File: src/rtl/cs_accum_pkg.sv
`timescale 1ns/1ps
package cs_accum_pkg;

    localparam int LFSR_W = 16;
    localparam logic [LFSR_W-1:0] LFSR_SEED_DEF = 16'hACE1;

    typedef logic [LFSR_W-1:0] lfsr_state_t;

    typedef enum logic {
        MIX_PLUS_MINUS = 1'b0,
        MIX_ZERO_ONE   = 1'b1
    } mix_mode_e;

    typedef struct packed {
        logic step;   // a valid sample is folded in this cycle
        logic close;  // this sample ends the frame
    } frame_evt_t;

    // one generator step: taps 16,14,13,11, feedback enters at bit 0
    function automatic lfsr_state_t lfsr_advance(input lfsr_state_t s);
        logic fb;
        fb = s[15] ^ s[13] ^ s[12] ^ s[10];
        return {s[LFSR_W-2:0], fb};
    endfunction

endpackage

File: src/rtl/cs_frame_ctrl.sv
`timescale 1ns/1ps
module cs_frame_ctrl
    import cs_accum_pkg::*;
#(
    parameter int LEN_W = 3
) (
    input  logic             clk,
    input  logic             rst,
    input  logic             smp_valid,
    input  logic [LEN_W-1:0] frame_len,
    output frame_evt_t       evt
);

    logic [LEN_W-1:0] taken_q;
    logic [LEN_W:0]   taken_inc;

    assign taken_inc = {1'b0, taken_q} + (LEN_W+1)'(1);

    always_comb begin
        evt.step  = smp_valid;
        evt.close = smp_valid && (taken_inc >= {1'b0, frame_len});
    end

    always_ff @(posedge clk) begin
        if (rst) begin
            taken_q <= '0;
        end else if (evt.close) begin
            taken_q <= '0;
        end else if (evt.step) begin
            taken_q <= taken_inc[LEN_W-1:0];
        end
    end

    // a zero-length frame is outside the supported range
    a_r3_len_nonzero: assert property (@(posedge clk) disable iff (rst)
        smp_valid |-> (frame_len != '0));

    // the count never runs past the programmed length
    a_r7_count_bound: assert property (@(posedge clk) disable iff (rst)
        (smp_valid && !evt.close) |=> (taken_q != '0));

endmodule

File: src/rtl/cs_lfsr_bank.sv
`timescale 1ns/1ps
module cs_lfsr_bank
    import cs_accum_pkg::*;
#(
    parameter int          NUM_CH = 25,
    parameter lfsr_state_t SEED   = LFSR_SEED_DEF
) (
    input  logic              clk,
    input  logic              rst,
    input  frame_evt_t        evt,
    output logic [NUM_CH-1:0] mix_bits
);

    lfsr_state_t state_q;
    lfsr_state_t chain [NUM_CH+1];

    assign chain[0] = state_q;

    for (genvar c = 0; c < NUM_CH; c++) begin : g_step
        assign chain[c+1]  = lfsr_advance(chain[c]);
        assign mix_bits[c] = chain[c+1][0];
    end

    always_ff @(posedge clk) begin
        if (rst) begin
            state_q <= SEED;
        end else if (evt.close) begin
            state_q <= SEED;
        end else if (evt.step) begin
            state_q <= chain[NUM_CH];
        end
    end

    // the generator never falls into the all-zero lock-up state
    a_r5_state_live: assert property (@(posedge clk) disable iff (rst)
        state_q != '0);

    // a closing sample leaves the seed for the next frame
    a_r6_reseed: assert property (@(posedge clk) disable iff (rst)
        evt.close |=> (state_q == SEED));

endmodule

File: src/rtl/cs_accum_channel.sv
`timescale 1ns/1ps
module cs_accum_channel
    import cs_accum_pkg::*;
#(
    parameter int SAMPLE_W = 10,
    parameter int ACC_W    = 13
) (
    input  logic                    clk,
    input  logic                    rst,
    input  frame_evt_t              evt,
    input  logic                    enable,
    input  logic                    mix_bit,
    input  mix_mode_e               mode,
    input  logic [SAMPLE_W-1:0]     sample,
    output logic signed [ACC_W-1:0] sum_next
);

    localparam int EXT_W = ACC_W - SAMPLE_W;

    logic signed [ACC_W-1:0] sum_q;
    logic signed [ACC_W-1:0] smp_ext;
    logic signed [ACC_W-1:0] addend;
    logic                    update;

    assign smp_ext = {{EXT_W{sample[SAMPLE_W-1]}}, sample};
    assign update  = evt.step && enable;

    always_comb begin
        unique case (mode)
            MIX_ZERO_ONE:   addend = mix_bit ? smp_ext : '0;
            default:        addend = mix_bit ? smp_ext : -smp_ext;
        endcase
        sum_next = update ? (sum_q + addend) : sum_q;
    end

    always_ff @(posedge clk) begin
        if (rst) begin
            sum_q <= '0;
        end else if (evt.close) begin
            sum_q <= '0;
        end else if (update) begin
            sum_q <= sum_next;
        end
    end

    // signed accumulation must not wrap within a supported frame
    a_r3_no_overflow: assert property (@(posedge clk) disable iff (rst)
        (update && (addend[ACC_W-1] == sum_q[ACC_W-1]))
            |-> (sum_next[ACC_W-1] == sum_q[ACC_W-1]));

    // a gated channel keeps its sum
    a_r4_gated_hold: assert property (@(posedge clk) disable iff (rst)
        (!evt.close && !update) |=> $stable(sum_q));

    // a zero entry in binary mode holds the sum
    a_r2_zero_hold: assert property (@(posedge clk) disable iff (rst)
        (update && !evt.close && mode == MIX_ZERO_ONE && !mix_bit) |=> $stable(sum_q));

    // a closed frame leaves a cleared accumulator
    a_r9_cleared: assert property (@(posedge clk) disable iff (rst)
        evt.close |=> (sum_q == '0));

endmodule

File: src/rtl/cs_meas_serializer.sv
`timescale 1ns/1ps
module cs_meas_serializer
    import cs_accum_pkg::*;
#(
    parameter int NUM_CH = 25,
    parameter int ACC_W  = 13,
    parameter int CH_W   = 5
) (
    input  logic                    clk,
    input  logic                    rst,
    input  logic                    load,
    input  logic [NUM_CH-1:0]       load_mask,
    input  logic signed [ACC_W-1:0] load_sums [NUM_CH],
    output logic                    meas_valid,
    output logic [ACC_W-1:0]        meas_data,
    output logic [CH_W-1:0]         meas_chan,
    output logic                    meas_last
);

    localparam logic [CH_W-1:0] LAST_IDX = CH_W'(NUM_CH - 1);

    logic signed [ACC_W-1:0] slot_q [NUM_CH];
    logic [NUM_CH-1:0]       mask_q;
    logic [CH_W-1:0]         idx_q;
    logic                    busy_q;

    always_ff @(posedge clk) begin
        if (rst) begin
            busy_q <= 1'b0;
            idx_q  <= '0;
            mask_q <= '0;
        end else if (load) begin
            busy_q <= 1'b1;
            idx_q  <= '0;
            mask_q <= load_mask;
        end else if (busy_q) begin
            mask_q <= mask_q >> 1;
            idx_q  <= idx_q + CH_W'(1);
            if (idx_q == LAST_IDX) begin
                busy_q <= 1'b0;
            end
        end
    end

    for (genvar c = 0; c < NUM_CH; c++) begin : g_slot
        if (c == NUM_CH - 1) begin : g_tail
            always_ff @(posedge clk) begin
                if (load) begin
                    slot_q[c] <= load_sums[c];
                end else if (busy_q) begin
                    slot_q[c] <= '0;
                end
            end
        end else begin : g_body
            always_ff @(posedge clk) begin
                if (load) begin
                    slot_q[c] <= load_sums[c];
                end else if (busy_q) begin
                    slot_q[c] <= slot_q[c+1];
                end
            end
        end
    end

    assign meas_valid = busy_q && mask_q[0];
    assign meas_data  = slot_q[0];
    assign meas_chan  = idx_q;
    assign meas_last  = meas_valid && ((mask_q >> 1) == '0);

    // a new frame may only close once the previous one has drained
    a_r7_drain_done: assert property (@(posedge clk) disable iff (rst)
        (load && busy_q) |-> (idx_q == LAST_IDX));

    // the end flag only marks a presented word
    a_r8_last_valid: assert property (@(posedge clk) disable iff (rst)
        meas_last |-> meas_valid);

    // no word follows the end flag within a frame
    a_r8_last_final: assert property (@(posedge clk) disable iff (rst)
        (meas_last && !load) |=> !meas_valid);

    // reset silences the output
    a_r10_reset_quiet: assert property (@(posedge clk)
        rst |=> !meas_valid);

endmodule

File: src/rtl/cs_accum_bank.sv
`timescale 1ns/1ps
module cs_accum_bank
    import cs_accum_pkg::*;
#(
    parameter int          NUM_CH   = 25,
    parameter int          SAMPLE_W = 10,
    parameter int          ACC_W    = 13,
    parameter lfsr_state_t SEED     = LFSR_SEED_DEF,
    localparam int         LEN_W    = ACC_W - SAMPLE_W,
    localparam int         CH_W     = (NUM_CH > 1) ? $clog2(NUM_CH) : 1
) (
    input  logic                clk,
    input  logic                rst,
    input  logic                smp_valid,
    input  logic [SAMPLE_W-1:0] smp_data,
    input  logic [LEN_W-1:0]    frame_len,
    input  logic [NUM_CH-1:0]   ch_enable,
    input  logic                mix_binary,
    output logic                meas_valid,
    output logic [ACC_W-1:0]    meas_data,
    output logic [CH_W-1:0]     meas_chan,
    output logic                meas_last
);

    frame_evt_t              evt;
    logic [NUM_CH-1:0]       mix_bits;
    logic signed [ACC_W-1:0] sums_nx [NUM_CH];
    mix_mode_e               mode;

    assign mode = mix_binary ? MIX_ZERO_ONE : MIX_PLUS_MINUS;

    cs_frame_ctrl #(
        .LEN_W (LEN_W)
    ) ctrl_i (
        .clk       (clk),
        .rst       (rst),
        .smp_valid (smp_valid),
        .frame_len (frame_len),
        .evt       (evt)
    );

    cs_lfsr_bank #(
        .NUM_CH (NUM_CH),
        .SEED   (SEED)
    ) gen_i (
        .clk      (clk),
        .rst      (rst),
        .evt      (evt),
        .mix_bits (mix_bits)
    );

    for (genvar c = 0; c < NUM_CH; c++) begin : g_ch
        cs_accum_channel #(
            .SAMPLE_W (SAMPLE_W),
            .ACC_W    (ACC_W)
        ) ch_i (
            .clk      (clk),
            .rst      (rst),
            .evt      (evt),
            .enable   (ch_enable[c]),
            .mix_bit  (mix_bits[c]),
            .mode     (mode),
            .sample   (smp_data),
            .sum_next (sums_nx[c])
        );
    end

    cs_meas_serializer #(
        .NUM_CH (NUM_CH),
        .ACC_W  (ACC_W),
        .CH_W   (CH_W)
    ) ser_i (
        .clk        (clk),
        .rst        (rst),
        .load       (evt.close),
        .load_mask  (ch_enable),
        .load_sums  (sums_nx),
        .meas_valid (meas_valid),
        .meas_data  (meas_data),
        .meas_chan  (meas_chan),
        .meas_last  (meas_last)
    );

endmodule

File: config.mk
export PLATFORM = sky130hd
export DESIGN_NAME = cs_accum_bank
export DESIGN_NICKNAME = d
export VERILOG_FILES = /design/src/rtl/cs_accum_pkg.sv /design/src/rtl/cs_frame_ctrl.sv /design/src/rtl/cs_lfsr_bank.sv /design/src/rtl/cs_accum_channel.sv /design/src/rtl/cs_meas_serializer.sv /design/src/rtl/cs_accum_bank.sv
export SDC_FILE = /design/constraint.sdc
export NUM_CORES = 2
export LEC_CHECK = 0
export ABC_AREA = 1
export BUFFER_PORTS_ARGS = -buffer_cell sky130_fd_sc_hd__buf_2
export CAP_MARGIN = 20
export CORE_MARGIN = 5
export CORE_UTILIZATION = 25
export CTS_BUF_LIST = sky130_fd_sc_hd__clkbuf_2
export CTS_CLUSTER_SIZE = 10
export DETAILED_ROUTE_END_ITERATION = 6
export SLEW_MARGIN = 20
export SYNTH_ARGS = -nofsm -noshare
export SYNTH_HDL_FRONTEND = slang
export SYNTH_HIERARCHICAL = 1
export SYNTH_SLANG_ARGS = --single-unit
File: constraint.sdc
create_clock -name clk -period 13.25 [get_ports clk]
set_input_delay 2.65 -clock clk [delete_from_list [all_inputs] [get_ports clk]]
set_output_delay 2.65 -clock clk [all_outputs]
set_load 0.01 [all_outputs]
==> qor.yml <==
placement:
  dp_slack_ns: 6.737
  post-dp-hpwl_mm: 118.1
  gp_congestion: 0.8732
  port_buffers: 61
global_route:
  grt_usage: 0.1376
  grt_overflow: 0
  antenna_found_initial: 15
  grt_start_max_net_pins: 228
  grt_pass1_wl_mm: 255.1
  grt_pass1_vias: 47540
die:
  die_h_um: 476.3
  num_rows: 171
  core-area_um2: 216700
  die_width_um: 476.3
  ios: 62
  start_util: 0.2509
  dieArea_um2: 226900
synthesis:
  synth_cell_types: 45
  yosys_warnings: 6
  avgSynthCellArea_um2: 6.660
  synth_top_area_frac: 0.1909
  seq_area_frac_synth: 0.3176
  synth-seq-cells: 700
  synth_nets: 8587
  netlist_top_cells_area: "nand2_1, edfxtp_1, dfxtp_1"
  ys_async_sr_fraction: 0
  yosysTopAreaCell: "nand2_1"
  synth_most_common_cell: "nand2_1"
  yosys-top-cells-count: "nand2_1, inv_1, nor2_1"
  synth-edff-count: 325
  synthFlopType: "dfxtp_1"
  synth_area_um2: 54370
  syn_inst: 8164
setup_path:
  worstPathArrival_ns: 3.20
  crit_fanout: 5
  crit_chain: "nand2_1 > nor2_1 > nand2_1 > nor2_1 > buf_2"
  cp.required_ns: 10.60
  end_kind: "output port"
  cpPeakStageDelay_ns: 0.70
  cp-start-kind: "flop"
  crit_family: "simple AND/OR/NAND/NOR gates"
  setup.worst_path.class: "reg2out"
  critPathBufInv: 1
  critPathSlowestCell: "dfxtp_1"
run_status:
  status: "completed"
sta:
  fmaxAchievable_mhz: 170.9
  fin_crit_ns: 5.851
  slew_headroom: 0.2604
  fin_crit_sh: 0.4416
  hold_violations: 0
  setup_viol: 0
  slew_viol_final: 0
  tightest_slew_ns: 1.109
  rsz0062_at_grt: "false"
  fin_skew_ns: 0.1255
  fin_tns_setup_ns: 0
  worst_slack_ns: 7.399
clock_tree:
  clock_path_buffers: 3
  cts_inserted_buffers: 199
  cts_root_buf: "clkbuf_2"
  clkLatencyLatePin_ns: 1.69
  cts-resized-gates: 0
  h-tree-depth: 4
  postCtsSetupRepairBufs: 0
  path_clk_slew_ns: 0.10
  cts_tree: "done"
  cts.sinks: 700
  holdBufCountCts: 0
detailed_routing:
  postRouteAntennaNets: 0
  drt-met1-wl_mm: 76.27
  routed_wl_mm: 162.7
  drt_iter0_markers: 3630
  num_vias: 50930
  drc: 0
  vias_per_cell: 4.504
  highest_layer: "met5"
  wl_met2_mm: 73.00
  dr_wl_met3_mm: 7.949
  wl_per_cell_um: 14.39
  dr.pass1.iters: 6
flow_run:
  cap_violations: 0
cells_and_area:
  fillers: 24270
  nets: 8690
  area_delta_synth_final_pct: 9.532
  drive_gt1_frac: 0.1009
min_path:
  min-delay-path-class: "reg2reg"
==> cells by family (layout without fill, tap and decap cells) <==
logic type / count (synthesis) / after routing / share of synthesized area
flops: 700 / 700 / 0.3176
simple gates: 4650 / 4650 / 0.3619
compound gates: 947 / 947 / 0.09617
buf+inv: 1220 / 1497 / 0.08918
other cells: 0 / 11 / 0
mux: 1 / 1 / 0.0001841
xor+xnor: 265 / 265 / 0.04386
fa+ha+maj: 381 / 381 / 0.09113
==> worst min-delay path: stages, from the launching register on <==
cell and delay, ns:
edfxtp_1 0.34, nand2_1 0.05, nand2_1 0.05
==> layout make-up <==
type,count,area (um^2),share of cell area
flip-flops and latches,700,17270,0.2899
inverters,1040,3921,0.06585
repair buffers,82,519.2,0.008719
multi-input cells,6244,32260,0.5417
well taps,2854,3571,0.05996
clock buffers,299,1496,0.02513
clock inverters,76,490.5,0.008236
diodes,11,27.53,0.0004622
==> registers in the layout, indices dropped and copies added (netlist names) <==
register	cells
ctrl_i/taken_q	3
ser_i/mask_q	25
ser_i/meas_chan	5
gen_i/state_q	16
ser_i/busy_q	1
ser_i/slot_q	325
g_ch.ch_i/sum_q	325
==> stage by stage <==
step / hold WS [ns] / util / cells / area, um^2
after floorplan: 0.4474 / - / 8164 / 54370
after global placement: 0.4700 / 0.2655 / 10920 / 57540
after detailed placement: 0.4763 / 0.2655 / 10920 / 57540
after CTS: 0.4239 / 0.2746 / 11300 / 59520
after global routing: 0.4190 / 0.2748 / 11310 / 59550
final: 0.4437 / 0.2748 / 11310 / 59550
==> final timing paths <==
kind,slack [ns],cells past startpoint,end,from
worst max-delay path,7.40,5,meas_last,ser_i/busy_q$_SDFF_PP0_
worst min-delay path,0.44,2,ser_i/slot_q[0][188]$_DFFE_PP_,ser_i/slot_q[0][201]$_DFFE_PP_
worst max register to register,8.25,23,ser_i/slot_q[1][90]$_DFFE_PP_,gen_i/state_q[10]$_SDFFE_PP1P_
worst min register to register,0.44,2,ser_i/slot_q[0][188]$_DFFE_PP_,ser_i/slot_q[0][201]$_DFFE_PP_
==> per-layer routing <==
metal	up-vias	GRT usage
met1	22940	0.1843
met2	1110	0.2246
met5	-	0
li1	26610	-
met4	4	0.05076
met3	267	0.02027
==> cells in the final DEF, fill, tap and decap left out, types with 65 or more instances in the layout <==
| cell | instances |
|---|---|
| xor2_1 | 183 |
| or2_2 | 103 |
| inv_2 | 65 |
| ha_1 | 356 |
| nand4_1 | 123 |
| dfxtp_1 | 375 |
| nand2_1 | 2765 |
| edfxtp_1 | 325 |
| inv_1 | 955 |
| nor2_1 | 846 |
| xnor2_1 | 75 |
| nor3_1 | 104 |
| nand3_1 | 489 |
| o21ai_0 | 224 |
| a21oi_1 | 493 |
| clkbuf_2 | 299 |
Power is left out: the tool's default activity adds up to more than one toggle a clock period on the data nets, which glitch-free logic cannot reach.
